[src/rtl/secded_pkg.sv]
package secded_pkg;
  localparam int DATA_W = 4;
  localparam int SYN_W  = 3;
  localparam int HAM_N  = (1 << SYN_W) - 1;  // positions covered by syndrome
  localparam int CW_W   = HAM_N + 1;         // plus overall parity

  typedef struct packed {
    logic [DATA_W-1:0] data;
    logic              single;
    logic              double;
    logic              p4;
    logic [SYN_W-1:0]  syn;
  } dec_res_t;

  function automatic logic is_pow2(input int v);
    return (v & (v - 1)) == 0;
  endfunction
endpackage

[src/rtl/secded_enc.sv]
module secded_enc
  import secded_pkg::*;
(
  input  logic [DATA_W-1:0] data_i,
  output logic [CW_W-1:0]   code_o
);
  logic [HAM_N:1] pos_w;
  logic           acc;
  int             k;

  always_comb begin
    pos_w = '0;
    k     = 0;
    for (int j = 1; j <= HAM_N; j++) begin
      if (!is_pow2(j)) begin
        pos_w[j] = data_i[DATA_W-1-k];
        k++;
      end
    end
    for (int i = 0; i < SYN_W; i++) begin
      acc = 1'b0;
      for (int j = 1; j <= HAM_N; j++) begin
        if (((j >> i) & 1) == 1 && j != (1 << i)) acc = acc ^ pos_w[j];
      end
      pos_w[1 << i] = acc;
    end
    for (int j = 1; j <= HAM_N; j++) code_o[CW_W-j] = pos_w[j];
    code_o[0] = ^pos_w;
  end
endmodule

[src/rtl/secded_syn.sv]
module secded_syn
  import secded_pkg::*;
(
  input  logic [CW_W-1:0]  code_i,
  output logic [SYN_W-1:0] syn_o,
  output logic             ovr_o
);
  logic acc;

  always_comb begin
    for (int i = 0; i < SYN_W; i++) begin
      acc = 1'b0;
      for (int j = 1; j <= HAM_N; j++) begin
        if (((j >> i) & 1) == 1) acc = acc ^ code_i[CW_W-j];
      end
      syn_o[i] = acc;
    end
    ovr_o = ^code_i;
  end
endmodule

[src/rtl/secded_fix.sv]
module secded_fix
  import secded_pkg::*;
(
  input  logic [CW_W-1:0]  code_i,
  input  logic [SYN_W-1:0] syn_i,
  input  logic             ovr_i,
  output dec_res_t         res_o
);
  logic [HAM_N:1] pos_w;
  logic           syn_nz;
  int             k;

  assign syn_nz = |syn_i;

  always_comb begin
    for (int j = 1; j <= HAM_N; j++) pos_w[j] = code_i[CW_W-j];
    // flip only on a genuine single error in positions 1..7
    if (syn_nz && ovr_i) pos_w[syn_i] = ~pos_w[syn_i];
    res_o.data = '0;
    k = 0;
    for (int j = 1; j <= HAM_N; j++) begin
      if (!is_pow2(j)) begin
        res_o.data[DATA_W-1-k] = pos_w[j];
        k++;
      end
    end
    res_o.single = ovr_i;
    res_o.double = syn_nz && !ovr_i;
    res_o.p4     = !syn_nz && ovr_i;
    res_o.syn    = syn_i;
  end
endmodule

[src/rtl/secded_codec.sv]
module secded_codec
  import secded_pkg::*;
(
  input  logic              clk_i,
  input  logic              rst_ni,
  input  logic [DATA_W-1:0] enc_data_i,
  output logic [CW_W-1:0]   enc_code_o,
  input  logic              dec_valid_i,
  input  logic [CW_W-1:0]   dec_code_i,
  output logic              dec_valid_o,
  output logic [DATA_W-1:0] dec_data_o,
  output logic              dec_single_o,
  output logic              dec_double_o,
  output logic              dec_p4_err_o,
  output logic [SYN_W-1:0]  dec_syndrome_o
);
  logic [SYN_W-1:0] syn_w;
  logic             ovr_w;
  dec_res_t         res_w, res_q;
  logic             vld_q;

  secded_enc u_enc (.data_i(enc_data_i), .code_o(enc_code_o));
  secded_syn u_syn (.code_i(dec_code_i), .syn_o(syn_w), .ovr_o(ovr_w));
  secded_fix u_fix (.code_i(dec_code_i), .syn_i(syn_w), .ovr_i(ovr_w), .res_o(res_w));

  always_ff @(posedge clk_i or negedge rst_ni) begin
    if (!rst_ni) begin
      vld_q <= 1'b0;
      res_q <= '0;
    end else begin
      vld_q <= dec_valid_i;
      if (dec_valid_i) res_q <= res_w;
    end
  end

  assign dec_valid_o    = vld_q;
  assign dec_data_o     = res_q.data;
  assign dec_single_o   = res_q.single;
  assign dec_double_o   = res_q.double;
  assign dec_p4_err_o   = res_q.p4;
  assign dec_syndrome_o = res_q.syn;
endmodule

[config.mk]
export PLATFORM = sky130hd
export DESIGN_NAME = secded_codec
export DESIGN_NICKNAME = d
export VERILOG_FILES = /design/src/rtl/secded_pkg.sv /design/src/rtl/secded_enc.sv /design/src/rtl/secded_syn.sv /design/src/rtl/secded_fix.sv /design/src/rtl/secded_codec.sv
export SDC_FILE = /design/constraint.sdc
export NUM_CORES = 1
export LEC_CHECK = 0
export ABC_CLOCK_PERIOD_IN_PS = 1120
export BUFFER_PORTS_ARGS = -buffer_cell sky130_fd_sc_hd__buf_2
export CORE_MARGIN = 3
export CORE_UTILIZATION = 25
export CTS_BUF_LIST = sky130_fd_sc_hd__clkbuf_8
export DETAILED_ROUTE_END_ITERATION = 10
export PLACE_DENSITY = 0.44
export REMOVE_ABC_BUFFERS = 1
export SLEW_MARGIN = 10
export SYNTH_ARGS = -nofsm -noshare
export SYNTH_HDL_FRONTEND = slang
export SYNTH_HIERARCHICAL = 1
export SYNTH_SLANG_ARGS = --single-unit
[constraint.sdc]
create_clock -name clk_i -period 1.12 [get_ports clk_i]
set_input_delay 0.056 -clock clk_i [delete_from_list [all_inputs] [get_ports clk_i]]
set_output_delay 0.056 -clock clk_i [all_outputs]
set_load 0.1 [all_outputs]
==> run summary <==
* dec_valid_i — hold wc startpoint
* 0.488 ns — slew at the pin with the worst max-slew slack
* 1.29 mm — Final HPWL DP
* 113 — Total Nets Final
* 1.30 ns — Critical Path AT
* 12 — maximum number of pins on one net before global-route repair
* 13.8 sq um — synthesized area per cell
* true — unrepaired setup endpoints after global routing
* -0.0622 ns — post-route setup slack
* 2 — drt first-iter violations
* clkbuf_8 — root buffer selected by CTS
* 11 — clock sinks
* dec_data_o[3]$_DFFE_PN0P_ — reg2reg end
* 0.05 ns — Clk pin slew, worst setup/hold paths
* 846 MHz — maximum frequency from static timing analysis
* 0 ns — Clock Skew
* 0 — number of flops mapped to enable cells by yosys
* 0 — count of pins over their slew limit
* 1.06 — final worst-path cycle share
* 0.277 — initial cell density of the core
* 0 — antenna violation net count after detailed routing
* 0.533 — post-layout utilization of the core
* 14 — number of distinct library cell variants in the gate-level netlist after synthesis
* 259 — filler instances
* 4 — final setup vio count
* 0.753 — share of layout cells above drive strength 1
* 1 — hold depth
* 34 — count of boundary I/O pins
* done — TritonCTS clock tree
* 1 — number of cells on the worst reg-to-reg path
* 3 — number of buffers inserted during clock tree synthesis
* 0.343 — sequential fraction of the synthesis area
* 0.677 — max_slew headroom
* negative setup slack — violated checks
* 0.23 ns — clk_lat worst skew
* 4.04 — DR vias/cell
* buf_12 — leading cell type in the layout, fill and taps excluded
* 0.0912 — GRT Util Overall
* 0 — final routed DRC violation total
* 2 — clock tree buffer depth
* 3930 sq um — die area
* -0.476 ns — pre-CTS WS
* 2900 sq um — core box area
* 3.25 mW — Total Power
* in -> reg — class of the most critical setup path
* 0.32 ns — internal reg-to-reg setup slack
* 0 — max-cap violation count
* 62.7 um — width of the chip
* 1.18 ns — min cycle time layout
* 6 — Yosys warning count
* 1230 sq um — placed standard-cell area
* 0.683 — GP Congestion
* 0.712 nW — static power due to leakage
* dec_valid_o$_DFF_PN0_ — hold path endpoint
* 11 — count of state elements after synthesis
* primary input — CP startpoint kind
* 0 — antenna violations before repair
* 1.68 mm — Post-Route WL
* 92.4% — signed area change from the synthesized netlist to the final layout
* 2.80 mm — first-pass GRT wire length
* 0.130 ns — worst hold-check slack
* 62.7 um — height of the die
* 3 — DR pass1 iterations
* flip-flop — Critical Path End Type
* dfrtp_1 — leading register cell type out of synthesis
* 605 — number of global-route vias before repair
* 0 — number of antenna diodes
* 12.1 um — post-DR wirelength/cell
* 19 — row cnt
* 562 — count of vias placed by the detailed router
* 0.779 mV — largest vdd supply drop
* 33 — I/O Buffers
* finished, violations left — status
* buf_12 (15), dfrtp_1 (11), buf_2 (11) — top library cells by usage in the layout, fill and taps aside
* 1.24 ns — WP data required
* 1.00 — async set-reset flop share out of synthesis
* 1550 sq um — final standard cell area without fillers
* 0 — gr ovfl total
* 0 — number of endpoints with negative hold slack in the final report
* 58 — Cells after Synth
* 1 — Max H-tree Level
* 2110 nW/um^2 — total power per unit cell area
* in -> reg — path type of the worst min-delay path
* 803 sq um — cell area after technology mapping
* 5 — Crit Path Max Fanout
* dec_data_o[3]$_DFFE_PN0P_ — r2r startpoint
-- per-layer routing --
| metal | up-vias | wire (um) | GRT usage |
|---|---|---|---|
| li1 | 266 | - | - |
| met1 | 281 | 628 | 0.103 |
| met2 | 13 | 972 | 0.161 |
| met3 | 2 | 57 | 0.0162 |
| met4 | 0 | 19 | 0.0496 |
| met5 | - | 0 | 0 |
-- cell type report --
| type | instances | area (sq um) | area share |
|---|---|---|---|
| Sequential cell | 11 | 275 | 0.178 |
| Timing Repair Buffer | 46 | 546 | 0.353 |
| Clock buffer | 3 | 41.3 | 0.0267 |
| Tap cell | 42 | 52.6 | 0.0340 |
| Clock inverter | 1 | 3.75 | 0.00243 |
| Multi-Input combinational cell | 36 | 627 | 0.406 |
-- worst max path at each step --
stage | cells past startpoint | endpoint | slack, ns | startpoint
finish | 7 | dec_data_o[3]$_DFFE_PN0P_ | -0.06 | dec_code_i[2]
detailed placement | 7 | dec_data_o[2]$_DFFE_PN0P_ | -0.48 | dec_code_i[1]
floorplan | 6 | dec_data_o[1]$_DFFE_PN0P_ | -0.48 | dec_code_i[1]
global placement | 7 | dec_data_o[3]$_DFFE_PN0P_ | -0.42 | dec_code_i[3]
CTS | 7 | dec_data_o[3]$_DFFE_PN0P_ | -0.05 | dec_code_i[2]
global route | 7 | dec_data_o[3]$_DFFE_PN0P_ | -0.15 | dec_code_i[2]
-- worst max-delay path, cell delays in order --
cell and delay, ns:
buf_8 0.11, xor2_4 0.18, xnor2_2 0.15, xnor2_2 0.23
nand4b_1 0.16, xnor2_1 0.16, mux2_4 0.25
-- synthesized netlist by cell type (2+ instances only) --
library cell   n  area [sq um]
dfrtp_1       11           275
mux2_4        10           150
xor3_4         2          55.1
xor3_1         2          47.6
nand4b_1       3          26.3
buf_4         10          75.1
xnor2_1       13           114
-- timing repair --
item                       4_1_cts  5_1_grt
hold buffers                     1        0
hold endpoints to repair        11        0
pin swaps                       11        4
setup endpoints to repair        6        7
gates resized for setup         21       14
buffers inserted                 1        2
-- state kept, by name, indices dropped and copies added, names as in the netlist --
signal,flops
dec_data_o,4
dec_syndrome_o,3
dec_double_o,1
dec_p4_err_o,1
dec_single_o,1
dec_valid_o,1
-- power by group --
group	switching (mW)	total [mW]	internal [mW]	leakage [nW]
Clock	0.141	0.381	0.240	0.0269
Combinational	1.31	2.26	0.950	0.554
Sequential	0.113	0.613	0.499	0.131
Total	1.56	3.25	1.69	0.712
-- through the flow --
step | TNS (ns) | instances
after detailed placement | -3.06 | 132
after CTS | -0.178 | 138
after global placement | -2.63 | 132
after global routing | -0.539 | 139
after floorplan | -3.15 | 47
final | -0.175 | 139
-- cell families (layout without fill, tap and decap cells) --
family,after synthesis,in the layout,share of synthesized area
muxes,10,10,0.187
and+or+nand+nor,7,7,0.0623
buffers and inverters,11,50,0.107
xor gates and xnor gates,19,19,0.301
DFF,11,11,0.343
No activity file was read; power rests on OpenSTA's default activity.
